==> config.mk <==
export PLATFORM = sky130hd
export DESIGN_NAME = nc_reset_seq
export DESIGN_NICKNAME = d
export VERILOG_FILES = /design/src/rtl/rstseq_pkg.sv /design/src/rtl/rstseq_sync.sv /design/src/rtl/rstseq_qual.sv /design/src/rtl/rstseq_pulse.sv /design/src/rtl/nc_reset_seq.sv
export SDC_FILE = /design/constraint.sdc
export NUM_CORES = 1
export LEC_CHECK = 0
export CAP_MARGIN = 40
export CORE_MARGIN = 2
export CORE_UTILIZATION = 30
export CTS_CLUSTER_DIAMETER = 40
export DETAILED_ROUTE_END_ITERATION = 6
export DONT_BUFFER_PORTS = 1
export GPL_TIMING_DRIVEN = 0
export PLACE_DENSITY = 0.47
export SLEW_MARGIN = 40
export SYNTH_ARGS = -nofsm -noshare
export SYNTH_HDL_FRONTEND = slang
export SYNTH_HIERARCHICAL = 1
export SYNTH_SLANG_ARGS = --single-unit
==> constraint.sdc <==
create_clock -name clk -period 1.9 [get_ports clk]
set_input_delay 0.095 -clock clk [delete_from_list [all_inputs] [get_ports clk]]
set_output_delay 0.095 -clock clk [all_outputs]
set_load 0.01 [all_outputs]
==> src/rtl/rstseq_pkg.sv <==
`timescale 1ns/1ps
package rstseq_pkg;
  // fixed length of every generated reset pulse, in clock cycles
  localparam int PULSE_LEN = 4;
  localparam int PCNT_W    = $clog2(PULSE_LEN + 1);

  // device power state encoding
  typedef logic [1:0] pstate_t;
  localparam pstate_t PS_ON   = 2'd0;
  localparam pstate_t PS_DEEP = 2'd3;

  // output slot order inside the pulse bank
  localparam int NUM_OUT = 3;
  localparam int IDX_HW  = 0;
  localparam int IDX_PM  = 1;
  localparam int IDX_RUN = 2;
  // slots that come out of power-on already active
  localparam logic [NUM_OUT-1:0] LOAD_ON_POR = 3'b011;
endpackage

==> src/rtl/rstseq_sync.sv <==
`timescale 1ns/1ps
module rstseq_sync #(
  parameter int   STAGES  = 2,
  parameter logic RST_VAL = 1'b1
) (
  input  logic clk,
  input  logic arst_n,
  input  logic d_i,
  output logic q_o
);
  logic [STAGES-1:0] chain;

  always_ff @(posedge clk or negedge arst_n) begin
    if (!arst_n) chain <= {STAGES{RST_VAL}};
    else         chain <= {chain[STAGES-2:0], d_i};
  end

  assign q_o = chain[STAGES-1];
endmodule

==> src/rtl/rstseq_qual.sv <==
`timescale 1ns/1ps
module rstseq_qual #(
  parameter int MIN_WIDTH = 8
) (
  input  logic clk,
  input  logic arst_n,
  input  logic low_i,
  output logic fire_o
);
  localparam int CW = $clog2(MIN_WIDTH + 1);
  localparam logic [CW-1:0] SAT  = CW'(MIN_WIDTH);
  localparam logic [CW-1:0] LAST = CW'(MIN_WIDTH - 1);

  logic [CW-1:0] run_len;

  // counts consecutive low samples, saturating so a long low fires once
  always_ff @(posedge clk or negedge arst_n) begin
    if (!arst_n)             run_len <= '0;
    else if (!low_i)         run_len <= '0;
    else if (run_len != SAT) run_len <= run_len + 1'b1;
  end

  assign fire_o = low_i && (run_len == LAST);
endmodule

==> src/rtl/rstseq_pulse.sv <==
`timescale 1ns/1ps
module rstseq_pulse
  import rstseq_pkg::*;
#(
  parameter logic LOAD_ON_RST = 1'b0
) (
  input  logic clk,
  input  logic arst_n,
  input  logic trig_i,
  output logic pulse_o
);
  localparam logic [PCNT_W-1:0] FULL = PCNT_W'(PULSE_LEN);

  logic [PCNT_W-1:0] left;

  always_ff @(posedge clk or negedge arst_n) begin
    if (!arst_n)        left <= LOAD_ON_RST ? FULL : '0;
    else if (trig_i)    left <= FULL;
    else if (left != 0) left <= left - 1'b1;
  end

  assign pulse_o = (left != '0);
endmodule

==> src/rtl/nc_reset_seq.sv <==
`timescale 1ns/1ps
module nc_reset_seq
  import rstseq_pkg::*;
#(
  parameter int MIN_WIDTH   = 8,
  parameter int SYNC_STAGES = 2
) (
  input  logic       clk,
  input  logic       por_n,
  input  logic       clk_en,
  input  logic       ext_rst_n,
  input  logic       run_bit,
  input  logic       pwr_wr_en,
  input  logic [1:0] pwr_wr_data,
  output logic [1:0] pwr_state,
  output logic       hw_rst,
  output logic       pm_clr,
  output logic       run_rst
);
  logic    ext_sync_n;
  logic    ext_fire;
  logic    clk_en_q;
  logic    run_q;
  pstate_t pstate;
  logic    cen_rise;
  logic    run_fall;
  logic    leave_deep;
  logic    in_deep;
  logic [NUM_OUT-1:0] trig;
  logic [NUM_OUT-1:0] pulse;

  rstseq_sync #(.STAGES(SYNC_STAGES), .RST_VAL(1'b1)) u_sync (
    .clk    (clk),
    .arst_n (por_n),
    .d_i    (ext_rst_n),
    .q_o    (ext_sync_n)
  );

  rstseq_qual #(.MIN_WIDTH(MIN_WIDTH)) u_qual (
    .clk    (clk),
    .arst_n (por_n),
    .low_i  (!ext_sync_n),
    .fire_o (ext_fire)
  );

  // edge history: clk_en history starts high so a block that comes out of
  // power-on with the clock enabled does not count a second power-up
  always_ff @(posedge clk or negedge por_n) begin
    if (!por_n) begin
      clk_en_q <= 1'b1;
      run_q    <= 1'b0;
    end else begin
      clk_en_q <= clk_en;
      run_q    <= run_bit;
    end
  end

  // power state is cleared by power-on only
  always_ff @(posedge clk or negedge por_n) begin
    if (!por_n)         pstate <= PS_ON;
    else if (pwr_wr_en) pstate <= pstate_t'(pwr_wr_data);
  end

  assign in_deep    = (pstate == PS_DEEP);
  assign cen_rise   = clk_en && !clk_en_q;
  assign run_fall   = run_q && !run_bit;
  assign leave_deep = in_deep && pwr_wr_en && (pstate_t'(pwr_wr_data) != PS_DEEP);

  always_comb begin
    trig          = '0;
    trig[IDX_HW]  = cen_rise || leave_deep || (ext_fire && !in_deep);
    trig[IDX_PM]  = cen_rise;
    trig[IDX_RUN] = run_fall;
  end

  for (genvar g = 0; g < NUM_OUT; g++) begin : g_pulse
    rstseq_pulse #(.LOAD_ON_RST(LOAD_ON_POR[g])) u_pulse (
      .clk     (clk),
      .arst_n  (por_n),
      .trig_i  (trig[g]),
      .pulse_o (pulse[g])
    );
  end

  assign hw_rst    = pulse[IDX_HW];
  assign pm_clr    = pulse[IDX_PM];
  assign run_rst   = pulse[IDX_RUN];
  assign pwr_state = pstate;
endmodule

==> run metrics, run 1 <==
area grow syn2layout 17.8%; initial antenna violation count 0; status finished clean; fillers between 300 and 400; top-area cell type share of the netlist area 35.4%; Adder-Cell Fraction of Synth Area about a tenth; sequential area share after synthesis just under 50%; xor/xnor share of the synthesized area 1.77%; CTS max path bufs 2; clock-pin slew on the worst setup and hold paths 0.10 ns; P_leak around 0.00054 µW; CTS tree done; worst-skew pair later-pin latency 0.30 ns; aggregate global routing overflow 0; slowest CP cell dfrtp_1; Ys Warns 6; Vias around 630; DP HPWL between 1 and 1.5 mm; Mapped Nets 100; leading area contributor after synthesis dfrtp_1; Detailed Routing Iterations Pass 1 4; CP Data Arrival Time around 2 ns; vias in the first global route between 600 and 700; crit path max fanout 4; Final min period between 1.5 and 2 ns; crit-path max cell delay 0.40 ns; largest cells by area after synthesis dfrtp_1, dfstp_2, ha_1; core area between 3000 and 4000 µm²; Total GRT Usage 10.0%; Rel. slew slack about 71%; root buffer cell clkbuf_4; Sink Count 19; Hold Path Class primary input to flop; CP Class flop to flop; Finished Layout Cells between 100 and 150; H-tree depth 1; post-synthesis mux area share 6.70%; Synth Cell Area about 990 µm²; first-pass GRT wire length 2.74 mm; detailed router's first-iteration violation count 19; Critical Path Start Type flop; flops & latches, synth 19; WP buf/inv 0; DIE WIDTH 61.4 µm; input/output buffers 0; complex-gate fraction of the synthesized area 7.71%; setup TNS 0 ns; Final Skew 0.00181 ns; Routability Congestion between 0.7 and 0.8; Yosys cell types 24; CTS Buf Count 3; most frequent cells in the layout dfrtp_1, inv_1, dlygate4sd3_1, ha_1; period utilization 93.7%; final wirelength 1.55 mm; pin count of the biggest net entering global routing 20; Mean Syn Cell Area about 12 µm²; drc violations 0; Initial Util approximately a third; drt wl/cell roughly 11 µm; Peak VDD IR around 540 µV; Placed Cells 128; die area 3770 µm²; Simple-Gate Fraction of Synth Area 21.6%; Final nets ~120; P per Cell Area about 1200 nW/µm²; Setup WS pre-CTS around 0.13 ns; share of cells above drive strength 1 between 10% and 20%; Die Span Y between 60 and 70 µm; CP delay by family, top simple AND/OR/NAND/NOR gates; post-route antenna net violation count 0; final slew viol count 0; Post-Syn Instances 84; Ant. Diodes 0; main combinational cell family by area after synthesis simple AND/OR/NAND/NOR gates; Max Cap Viol 0; most common cell after layout, fill and taps aside dfrtp_1; worst slew pin tran approximately 0.43 ns; Hold WS ~0.074 ns; # IOs 13; Hold Vio Cnt, Final 0; Max Clock Freq about 0.56 GHz; placement row count 20; Worst Path Required 2.09 ns; worst-path cell chain ha_2 -> and4b_2 -> a21boi_0 -> a311o_1 -> and2b_1 -> mux2_2; worst setup margin 0.119 ns; final setup vio count 0; critical path endpoint category flop; DR vias/cell between 4 and 5
## per-layer routing
metal | wire length, µm | part of all wire [%] | vias to the layer above | global-route usage (%)
li1 | - | - | 311 | -
met1 | 738 | 48 | 294 | 11.4
met2 | 702 | 45 | 18 | 17.0
met3 | 96 | 6.2 | 2 | 3.99
met4 | 14 | 0.90 | 0 | 3.65
met5 | 0 | 0 | - | 0
## cell usage after synthesis, drive strengths merged
cell     n
a21boi   1
nand2    2
o21ai    1
a211o    3
nor3b    3
a211oi   3
xnor2    2
mux2i    1
nand3b   1
dfrtp   14
nand2b   3
dfstp    5
ha       8
nor2     6
a311o    1
inv      9
a21oi    1
and4b    1
and2     3
nand3    2
nor2b    6
and2b    3
mux2     5
## flip-flops by register name (all words and copies together) (netlist names)
signal / flops
clk_en_q: 1
g_pulse.u_pulse/left: 9
pwr_state: 2
run_q: 1
u_qual/run_len: 4
u_sync/chain: 2
## power by group
group / total [µW] / internal (µW) / switching [µW]
sequential: 617 / 535 / 82.2
clock: 205 / 81.8 / 123
combinational: 543 / 292 / 251
## area by class of cell
type / count / area [µm²] / area share, %
inverters: 9 / 33.8 / 2.90
clock buffers: 4 / 26.3 / 2.25
repair buffers: 10 / 92.6 / 7.94
flip-flops and latches: 19 / 482 / 41.3
multi-input cells: 56 / 477 / 40.9
well taps: 44 / 55.1 / 4.72
## timing repair
| action | 4_1_cts | 5_1_grt |
|---|---|---|
| hold buffers | 8 | 1 |
| resized for setup | 0 | 1 |
| endpoints found under the hold margin | 24 | 14 |
| setup endpoints to repair | 0 | 1 |
| buffers inserted | 0 | 1 |
## kinds of logic after synthesis
family,Yosys count
AND/OR/NAND/NOR,30
flip-flops,19
AO/OA/AOI/OAI,10
buffers and inverters,9
adder cells (fa/ha/maj),8
multiplexers,6
XOR/XNOR,2
## metrics by stage
step           power (µW)  utilization [%]  area, µm²
2_1_floorplan        1060                -        990
6_report             1370             37.6       1170
3_5_place_dp         1150             33.7       1040
4_1_cts              1380             37.1       1150
3_3_place_gp         1120             33.7       1040
5_1_grt              1490             37.6       1170
## worst paths after layout
path	from	depth (start not counted)	slack, ns	end
max	u_qual/run_len[1]	6	0.12	g_pulse[0].u_pulse/left[0]
min	run_bit	2	0.07	g_pulse[2].u_pulse/left[1]
max reg2reg	u_qual/run_len[1]	6	0.12	g_pulse[0].u_pulse/left[0]
min reg2reg	u_sync/chain[0]	0	0.36	u_sync/chain[1]
max in group asynchronous	por_n	2	1.30	u_sync/chain[0]
min in group asynchronous	por_n	2	0.27	g_pulse[1].u_pulse/left[1]
## worst reg2reg max path, cell delays in order, from the launching register on
cell      delay [ns]
dfrtp_1         0.40
ha_2            0.20
and4b_2         0.21
a21boi_0        0.18
a311o_1         0.23
and2b_1         0.20
mux2_2          0.25
Power figures use the tool's default switching activity.
==> run 2: changes to the inputs <==
Settings changed: PLACE_DENSITY 0.47 to 0.54.
==> run metrics, run 2 (synthesis gave the netlist of run 1 again) <==
vias in the first global route 608 (-6.9%); Ant. Diodes 0 (unchanged); Initial Util 31.9% (unchanged); P_leak 0.000537 µW (-0.48%); most common cell after layout, fill and taps aside dfrtp_1; Final Skew 0.00396 ns (+0.00215 ns); CP delay by family, top compound AO/OA/AOI/OAI gates; CTS tree done; Max Clock Freq 0.571 GHz (+1.7%); slowest CP cell dfrtp_1; Placed Instance Area 1040 µm² (unchanged); Routability Congestion 0.704 (-5.1%); WP buf/inv 0 (unchanged); Rel. slew slack 72.0% (+0.71 points); Detailed Routing Iterations Pass 1 4 (unchanged); DR vias/cell 4.34 (-1.4%); worst-path cell chain ha_1 -> and4b_2 -> a21boi_0 -> a311o_1 -> and2b_1 -> mux2_2; Peak VDD IR 462 µV (-15%); P per Cell Area 1170 nW/µm² (about the same); Final nets 114 (-0.87%); Max Cap Viol 0 (unchanged); detailed router's first-iteration violation count 15 (-4); drt wl/cell 10.5 µm (-3.9%); aggregate global routing overflow 0 (unchanged); post-route antenna net violation count 0 (unchanged); Worst Path Required 2.14 ns (+0.05 ns); DP HPWL 1.10 mm (-3.6%); most frequent cells in the layout dfrtp_1, inv_1, ha_1, dlygate4sd3_1; Final min period 1.75 ns (-0.0302 ns); RSZ-0062 raised after global routing false; clock-pin slew on the worst setup and hold paths 0.10 ns (about the same); period utilization 92.1% (-1.6 points); area grow syn2layout 16.8%; setup TNS 0 ns (unchanged); CP Data Arrival Time 1.99 ns (+0.02 ns); final setup vio count 0 (unchanged); drc violations 0 (unchanged); CTS Buf Count 3 (unchanged); Hold Vio Cnt, Final 0 (unchanged); H-tree depth 1 (unchanged); first-pass GRT wire length 2.61 mm (-4.8%); DIE WIDTH 61.4 µm (unchanged); Tot Pwr 1350 µW (-0.77%); core area 3100 µm² (unchanged); post_cts resized 0 (unchanged); final slew viol count 0 (unchanged); Sink Count 19 (unchanged); worst slew pin tran 0.420 ns (-0.0107 ns); worst-skew pair later-pin latency 0.30 ns (about the same); critical path endpoint category flop; share of cells above drive strength 1 17.5% (-1.9 points); initial antenna violation count 0 (unchanged); die area 3770 µm² (unchanged); Die Span Y 61.4 µm (unchanged); Vias 612 (-2.1%); crit path max fanout 4 (unchanged); Critical Path Start Type flop; root buffer cell clkbuf_4; Hold Path Class primary input to flop; pin count of the biggest net entering global routing 20 (unchanged); placement row count 20 (unchanged); largest registers g_pulse.u_pulse/left (9), u_qual/run_len (4); input/output buffers 0 (unchanged); CTS max path bufs 2 (unchanged); post-route design area 1160 µm² (-0.86%); Hold WS 0.0677 ns (-0.00674 ns); max FFs per register 9 (unchanged); Largest Register g_pulse.u_pulse/left; final wirelength 1.48 mm (-4.6%); CP Class flop to flop; crit-path max cell delay 0.41 ns (about the same); Total GRT Usage 9.35% (-0.65 points); # IOs 13 (unchanged); status finished clean
==> run 2: per-stage QoR <==
step | util, % | worst slack, ns | std cells
2_1_floorplan | - | 0.267 | 84
3_3_place_gp | 33.7 | 0.156 | 128
3_5_place_dp | 33.7 | 0.148 | 128
4_1_cts | 37.1 | 0.125 | 140
5_1_grt | 37.3 | 0.0214 | 141
6_report | 37.3 | 0.150 | 141
==> run 2: worst paths after layout <==
path	start	endpoint	slack [ns]	cells after the start
max	u_qual/run_len[0]	g_pulse[0].u_pulse/left[0]	0.15	6
min	run_bit	g_pulse[2].u_pulse/left[1]	0.07	2
max reg2reg	u_qual/run_len[0]	g_pulse[0].u_pulse/left[0]	0.15	6
min reg2reg	u_sync/chain[0]	u_sync/chain[1]	0.36	0
max in group asynchronous	por_n	u_sync/chain[1]	1.32	2
min in group asynchronous	por_n	u_qual/run_len[0]	0.25	2
==> run 2: timing repair <==
| item | CTS | global route |
|---|---|---|
| buffers inserted | 0 | 0 |
| setup endpoints to repair | 0 | 0 |
| hold buffers | 8 | 1 |
| hold endpoints to repair | 24 | 14 |
==> run 2: layer usage <==
layer	share of wire, %	vias up	GRT usage, %
met5	0	-	0
met4	0	0	1.82
met3	4.9	0	3.99
met2	49	10	15.7
met1	46	295	11.4
li1	-	307	-
==> run 2: power breakdown <==
group	switching (µW)	total (µW)	internal [µW]
registers	77.6	613	535
logic	251	540	289
clock network	121	203	81.8
total	449	1350	906
==> run 2: final cells by class <==
cell class / instances / area, µm²
fillers: 325 / 1950
flip-flops and latches: 19 / 482
multi-input cells: 56 / 474
repair buffers: 9 / 85.1
well taps: 44 / 55.1
inverters: 9 / 33.8
clock buffers: 4 / 26.3
